--- src/rtl/sg_walk_pkg.sv ---
package sg_walk_pkg;
    typedef enum logic [1:0] {
        ST_IDLE = 2'd0,
        ST_REQ  = 2'd1,
        ST_WAIT = 2'd2,
        ST_EMIT = 2'd3
    } walk_st_e;

    // which word of the descriptor is being fetched
    typedef enum logic [1:0] {
        PH_NEXT = 2'd0,
        PH_FADDR = 2'd1,
        PH_FLEN = 2'd2
    } walk_ph_e;
endpackage

--- src/rtl/sg_addr_gen.sv ---
module sg_addr_gen
    import sg_walk_pkg::*;
#(
    parameter int AW         = 32,
    parameter int IDX_W      = 6,
    parameter int HDR_BYTES  = 8,
    parameter int SLOT_BYTES = 8
) (
    input  logic [AW-1:0]    base_i,
    input  logic [IDX_W-1:0] idx_i,
    input  walk_ph_e         ph_i,
    output logic [AW-1:0]    addr_o
);
    localparam int LEN_OFS = SLOT_BYTES / 2;

    logic [AW-1:0] slot_ofs;

    always_comb begin
        slot_ofs = AW'(HDR_BYTES) + AW'(idx_i) * AW'(SLOT_BYTES);
        unique case (ph_i)
            PH_FADDR: addr_o = base_i + slot_ofs;
            PH_FLEN:  addr_o = base_i + slot_ofs + AW'(LEN_OFS);
            default:  addr_o = base_i;
        endcase
    end
endmodule

--- src/rtl/sg_frag_decode.sv ---
module sg_frag_decode #(
    parameter int DW       = 32,
    parameter int LEN_W    = 13,
    parameter int FLAG_BIT = 31
) (
    input  logic [DW-1:0]    word_i,
    output logic [LEN_W-1:0] len_o,
    output logic             last_o,
    output logic             zero_o
);
    logic unused_rsvd;

    assign len_o       = word_i[LEN_W-1:0];
    assign last_o      = word_i[FLAG_BIT];
    assign zero_o      = (word_i[LEN_W-1:0] == '0);
    assign unused_rsvd = ^word_i[FLAG_BIT-1:LEN_W];
endmodule

--- src/rtl/sg_desc_walker.sv ---
module sg_desc_walker
    import sg_walk_pkg::*;
#(
    parameter int AW         = 32,
    parameter int LEN_W      = 13,
    parameter int MAX_FRAGS  = 64,
    parameter int ALIGN_BITS = 3
) (
    input  logic             clk,
    input  logic             rst_n,
    input  logic             start_i,
    input  logic [AW-1:0]    head_ptr_i,
    output logic             idle_o,
    output logic             mem_req_valid_o,
    input  logic             mem_req_ready_i,
    output logic [AW-1:0]    mem_req_addr_o,
    input  logic             mem_rsp_valid_i,
    input  logic [31:0]      mem_rsp_data_i,
    output logic             cmd_valid_o,
    input  logic             cmd_ready_i,
    output logic [AW-1:0]    cmd_addr_o,
    output logic [LEN_W-1:0] cmd_len_o,
    output logic             cmd_last_o,
    output logic             frame_done_o,
    output logic             align_err_o,
    output logic             malformed_err_o
);
    localparam int IDX_W = $clog2(MAX_FRAGS);
    localparam logic [IDX_W-1:0] IDX_END = IDX_W'(MAX_FRAGS - 1);

    typedef struct packed {
        walk_st_e          st;
        walk_ph_e          ph;
        logic [AW-1:0]     base;
        logic [AW-1:0]     nxt;
        logic [IDX_W-1:0]  idx;
        logic [AW-1:0]     faddr;
        logic              cmd_v;
        logic [AW-1:0]     c_addr;
        logic [LEN_W-1:0]  c_len;
        logic              c_last;
        logic              fdone;
        logic              align_err;
        logic              mal_err;
    } walk_regs_t;

    walk_regs_t q, d;
    logic [LEN_W-1:0] dec_len;
    logic             dec_last, dec_zero;
    logic             adv, adv_last, last_eff;

    sg_addr_gen #(.AW(AW), .IDX_W(IDX_W), .HDR_BYTES(8), .SLOT_BYTES(8)) i_addr (
        .base_i(q.base), .idx_i(q.idx), .ph_i(q.ph), .addr_o(mem_req_addr_o)
    );

    sg_frag_decode #(.DW(32), .LEN_W(LEN_W), .FLAG_BIT(31)) i_dec (
        .word_i(mem_rsp_data_i), .len_o(dec_len), .last_o(dec_last), .zero_o(dec_zero)
    );

    always_comb begin
        d        = q;
        d.fdone  = 1'b0;
        adv      = 1'b0;
        adv_last = 1'b0;
        last_eff = dec_last || (q.idx == IDX_END);
        unique case (q.st)
            ST_IDLE: begin
                if (start_i) begin
                    d.align_err = 1'b0;
                    d.mal_err   = 1'b0;
                    if (|head_ptr_i[ALIGN_BITS-1:0]) begin
                        d.align_err = 1'b1;
                    end else if (head_ptr_i != '0) begin
                        d.base = head_ptr_i;
                        d.idx  = '0;
                        d.ph   = PH_NEXT;
                        d.st   = ST_REQ;
                    end
                end
            end
            ST_REQ: begin
                if (mem_req_ready_i) d.st = ST_WAIT;
            end
            ST_WAIT: begin
                if (mem_rsp_valid_i) begin
                    unique case (q.ph)
                        PH_NEXT: begin
                            d.nxt = mem_rsp_data_i;
                            d.ph  = PH_FADDR;
                            d.st  = ST_REQ;
                        end
                        PH_FADDR: begin
                            d.faddr = mem_rsp_data_i;
                            d.ph    = PH_FLEN;
                            d.st    = ST_REQ;
                        end
                        default: begin
                            if (!dec_last && (q.idx == IDX_END)) d.mal_err = 1'b1;
                            if (!dec_zero) begin
                                d.cmd_v  = 1'b1;
                                d.c_addr = q.faddr;
                                d.c_len  = dec_len;
                                d.c_last = last_eff;
                                d.st     = ST_EMIT;
                            end else begin
                                adv      = 1'b1;
                                adv_last = last_eff;
                            end
                        end
                    endcase
                end
            end
            default: begin
                if (cmd_ready_i) begin
                    d.cmd_v  = 1'b0;
                    adv      = 1'b1;
                    adv_last = q.c_last;
                end
            end
        endcase

        if (adv) begin
            if (adv_last) begin
                d.fdone = 1'b1;
                if (q.nxt == '0) begin
                    d.st = ST_IDLE;
                end else if (|q.nxt[ALIGN_BITS-1:0]) begin
                    d.align_err = 1'b1;
                    d.st        = ST_IDLE;
                end else begin
                    d.base = q.nxt;
                    d.idx  = '0;
                    d.ph   = PH_NEXT;
                    d.st   = ST_REQ;
                end
            end else begin
                d.idx = q.idx + 1'b1;
                d.ph  = PH_FADDR;
                d.st  = ST_REQ;
            end
        end
    end

    always_ff @(posedge clk or negedge rst_n) begin
        if (!rst_n) q <= '0;
        else        q <= d;
    end

    assign idle_o          = (q.st == ST_IDLE);
    assign mem_req_valid_o = (q.st == ST_REQ);
    assign cmd_valid_o     = q.cmd_v;
    assign cmd_addr_o      = q.c_addr;
    assign cmd_len_o       = q.c_len;
    assign cmd_last_o      = q.c_last;
    assign frame_done_o    = q.fdone;
    assign align_err_o     = q.align_err;
    assign malformed_err_o = q.mal_err;

    a_r1_idle_quiet: assert property (@(posedge clk) disable iff (!rst_n)
        idle_o |-> (!mem_req_valid_o && !cmd_valid_o));
    a_r2_req_hold: assert property (@(posedge clk) disable iff (!rst_n)
        (mem_req_valid_o && !mem_req_ready_i) |=> (mem_req_valid_o && $stable(mem_req_addr_o)));
    a_r2_word_addr: assert property (@(posedge clk) disable iff (!rst_n)
        mem_req_valid_o |-> (mem_req_addr_o[1:0] == 2'b00));
    a_r4_cmd_hold: assert property (@(posedge clk) disable iff (!rst_n)
        (cmd_valid_o && !cmd_ready_i) |=> (cmd_valid_o && $stable(cmd_addr_o)
            && $stable(cmd_len_o) && $stable(cmd_last_o)));
    a_r5_no_empty_cmd: assert property (@(posedge clk) disable iff (!rst_n)
        cmd_valid_o |-> (cmd_len_o != '0));
    a_r6_single_pulse: assert property (@(posedge clk) disable iff (!rst_n)
        frame_done_o |=> !frame_done_o);
    a_r10_start_clears: assert property (@(posedge clk) disable iff (!rst_n)
        (idle_o && start_i) |=> !malformed_err_o);
endmodule

--- config.mk ---
export PLATFORM = sky130hd
export DESIGN_NAME = sg_desc_walker
export DESIGN_NICKNAME = d
export VERILOG_FILES = /design/src/rtl/sg_walk_pkg.sv /design/src/rtl/sg_addr_gen.sv /design/src/rtl/sg_frag_decode.sv /design/src/rtl/sg_desc_walker.sv
export SDC_FILE = /design/constraint.sdc
export NUM_CORES = 1
export LEC_CHECK = 0
export BUFFER_PORTS_ARGS = -buffer_cell sky130_fd_sc_hd__buf_2
export CORE_MARGIN = 4
export CORE_UTILIZATION = 35
export DETAILED_ROUTE_END_ITERATION = 10
export GPL_TIMING_DRIVEN = 0
export RECOVER_POWER = 50
export SLEW_MARGIN = 5
export SYNTH_ARGS = -nofsm -noshare
export SYNTH_HDL_FRONTEND = slang
export SYNTH_SLANG_ARGS = --single-unit
--- constraint.sdc ---
create_clock -name clk -period 5.9 [get_ports clk]
set_input_delay 0.885 -clock clk [delete_from_list [all_inputs] [get_ports clk]]
set_output_delay 0.885 -clock clk [all_outputs]
set_load 0.01 [all_outputs]
==> out/metrics.yaml <==
status: "finished with violations"
failed_checks: "max-capacitance violations, max-slew violations"
h-tree-depth: 4
io_pins: 154
post_cts_buffers: 0
seqPwrFrac_pct: 32.5
drive_gt1_share_pct: 28.9
worstSkewPairLatency_ns: 0.42
cts_buffers: 17
leakagePower_nw: 5.20
drt_iter0_markers: 395
internal_power_mw: 3.31
viasPerCell: 5.32
drtAntennaViolNets: 0
fin_crit_ns: 5.57
cts_tree: "built"
slew_viol_final: 75
syn_area_per_cell_um2: 9.81
synth-async-reset-ratio_pct: 100
grt_usage_pct: 18.2
firstDrtPassIters: 5
drc: 0
ys_types: 77
port_buffers: 152
place.gp.congestion: 0.893
p_per_area_mw_per_mm2: 497
max-cap-violations: 1
synth_nets: 1045
hold_path.class: "reg -> reg"
setup.worst_path.end_class: "output port"
combPwrFrac_pct: 46.6
die_x_um: 172
ys_seq_area_share_pct: 41.7
crit_path_max_fanout: 10
fmax_ghz: 0.180
synth_edf_count: 0
slew_headroom_pct: -170
critPathArrivalTime_ns: 4.68
setup_violations: 0
nNetsFinal: 1217
dp_slack_ns: 0.703
worst_slew_pin_slew_ns: 4.05
antenna_found_initial: 2
core_area_mm2: 0.0262
dp_hpwl_mm: 20.8
vias: 7843
syn_to_final_growth_pct: 19.2
rsz0062_at_grt: "no"
ir_worst_vdd_uv: 211
wl_per_cell_um: 18.2
grt-ovfl-total: 0
die_y_um: 172
diodes: 0
finalClockSkew_ns: 0.0108
fillers: 2584
cts_sinks: 156
layout_setup_ws_ns: 0.334
grt_pass1_vias: 7630
tns_ns: 0
p_switching_mw: 2.24
syn_inst: 955
worstSetupStartpointType: "register"
num_rows: 59
start_util_pct: 35.7
switching_share_pct: 40.4
grt_pass1_wl_mm: 42.1
cts_buffer_depth: 2
fin_crit_sh_pct: 94.3
grt_max_degree: 83
synth_ff_type: "dfrtp_1"
hold_violations: 0
totalWireLength_mm: 26.8
cts_root_buffer: "clkbuf_16"
clkSlewWorstSetupHoldPaths_ns: 0.07
synth_warnings: 0
path_class: "reg -> out"
pwr-share-clk_pct: 20.9
synth_seq_cells: 156
cp.required_ns: 5.02
dieArea_mm2: 0.0294
synthesis.area_mm2: 0.00937
[synthesized netlist by cell type, types with 3 or more instances]
master     instances  area (um2)
a211oi_1           5        37.5
a22oi_1            5        37.5
nand3b_1           4        30.0
xor2_1             9        78.8
dfrtp_1          156        3900
ha_1              19         238
or4_1              4        30.0
nand4_1           11        68.8
buf_4             48         360
clkbuf_1          39         146
o2111ai_1          5        43.8
nor3_1            15        75.1
nand3_1           27         135
inv_1             20        75.1
o31a_1             4        35.0
o221ai_1           4        35.0
a31oi_1           15        93.8
o31ai_1           11        82.6
a21oi_1           36         180
nor2b_1            8        50.1
or2_2              4        25.0
a32o_1             4        40.0
o21a_1             3        22.5
and2_1            10        62.6
nand2_1           88         330
a21o_1             5        37.5
mux2_2           109        1230
nand2b_1           7        43.8
xnor2_1           12         105
o21ai_0           62         310
nor2_1            60         225
or3_1              5        31.3
and4_1             5        43.8
buf_1              4        15.0
o22ai_1            4        25.0
and3_1            16         100
o41ai_1            3        26.3
nor4_1            24         150
a221oi_1           5        43.8
buf_2              7        35.0
mux2i_1           30         300
[cell type report]
| class | instances | area, um2 | share of cell area, % |
|---|---|---|---|
| clock inverter | 11 | 156 | 1.40 |
| multi-input combinational | 677 | 4820 | 43.1 |
| sequential | 156 | 3900 | 34.9 |
| buffer | 101 | 578 | 5.18 |
| clock buffer | 21 | 480 | 4.30 |
| inverter | 21 | 78.8 | 0.706 |
| timing repair buffer | 153 | 734 | 6.58 |
| tap | 335 | 419 | 3.75 |
[power by group through the flow]
stage               logic, mW  registers, mW  clock network, mW
finish                   2.59           1.81               1.16
global route             2.85           1.86               1.24
CTS                      2.61           1.80               1.19
detailed placement       2.60           1.82                  0
global placement         2.56           1.80                  0
floorplan                1.80           1.71                  0
[flip-flops by register name, summed over array words and instances, names as in the netlist]
| register | flops |
|---|---|
| cmd_valid_o | 1 |
| cmd_last_o | 1 |
| q | 106 |
| cmd_addr_o | 32 |
| align_err_o | 1 |
| cmd_len_o | 13 |
| malformed_err_o | 1 |
| frame_done_o | 1 |
[worst max-delay path, cell delays in order, from the launching register on]
cell,delay (ns)
dfrtp_1,0.47
ha_1,0.21
nand3_1,0.10
xnor2_1,0.22
ha_1,0.35
a21oi_1,0.26
o31ai_4,0.18
o21a_1,0.21
buf_4,0.19
o31a_1,0.35
and2_1,0.21
or4_1,0.54
clkbuf_1,0.20
o41ai_1,0.44
o311ai_1,0.15
buf_2,0.16
[cell families after synthesis]
family / Yosys count / synth area share (%)
AND/OR/NAND/NOR: 297 / 15.9
AO/OA/AOI/OAI: 198 / 14.1
flip-flops: 156 / 41.7
multiplexers: 140 / 16.4
buffers and inverters: 122 / 7.01
XOR/XNOR: 22 / 2.14
adder cells (fa/ha/maj): 20 / 2.75
[cells in the final DEF (no fill, tap or decap), types with 7 or more instances in the layout]
| cell | instances |
|---|---|
| a21oi_1 | 36 |
| a31oi_1 | 15 |
| and2_1 | 10 |
| and3_1 | 16 |
| buf_2 | 116 |
| buf_4 | 48 |
| clkbuf_1 | 82 |
| clkbuf_16 | 17 |
| dfrtp_1 | 156 |
| ha_1 | 19 |
| inv_1 | 20 |
| mux2_2 | 109 |
| mux2i_1 | 30 |
| nand2_1 | 88 |
| nand2b_1 | 7 |
| nand3_1 | 27 |
| nand4_1 | 11 |
| nor2_1 | 60 |
| nor2b_1 | 8 |
| nor3_1 | 15 |
| nor4_1 | 24 |
| o21ai_0 | 62 |
| o31ai_1 | 11 |
| xnor2_1 | 12 |
| xor2_1 | 9 |
[metrics by stage]
step | hold WS (ns) | power (mW) | area (um2) | util (%) | instances
2_1_floorplan | 0.446 | 3.51 | 9370 | - | 955
3_3_place_gp | 0.461 | 4.36 | 10500 | 40.2 | 1442
3_5_place_dp | 0.468 | 4.41 | 10600 | 40.4 | 1443
4_1_cts | 0.447 | 5.60 | 11200 | 42.8 | 1475
5_1_grt | 0.506 | 5.95 | 11200 | 42.6 | 1475
6_report | 0.479 | 5.55 | 11200 | 42.6 | 1475
[per-layer routing]
layer	share of wire, %	GRT usage, %	vias to the layer above
li1	-	-	3776
met1	46	25.5	3777
met2	46	28.4	245
met3	5.3	3.22	41
met4	2.6	6.72	4
met5	0.10	0	-
[repair_timing]
action                     4_1_cts  5_1_grt
setup endpoints to repair        0        2
hold buffers                     0        0
resized for setup                0        1
hold endpoints to repair         0        0
[worst paths after layout]
check | from | to | slack (ns) | cells after the start
max in group asynchronous | rst_n | q[96]$_DFFE_PN0P_ | 1.73 | 1
min reg2reg | cmd_len_o[5]$_DFFE_PN0P_ | cmd_len_o[5]$_DFFE_PN0P_ | 0.48 | 2
max reg2reg | q[153]$_DFF_PN0_ | q[148]$_DFF_PN0_ | 2.40 | 11
min | cmd_len_o[5]$_DFFE_PN0P_ | cmd_len_o[5]$_DFFE_PN0P_ | 0.48 | 2
min in group asynchronous | rst_n | cmd_addr_o[21]$_DFFE_PN0P_ | 1.88 | 1
max | q[82]$_DFF_PN0_ | mem_req_addr_o[31] | 0.33 | 15
Note: power is estimated with default switching activity, not from simulation.
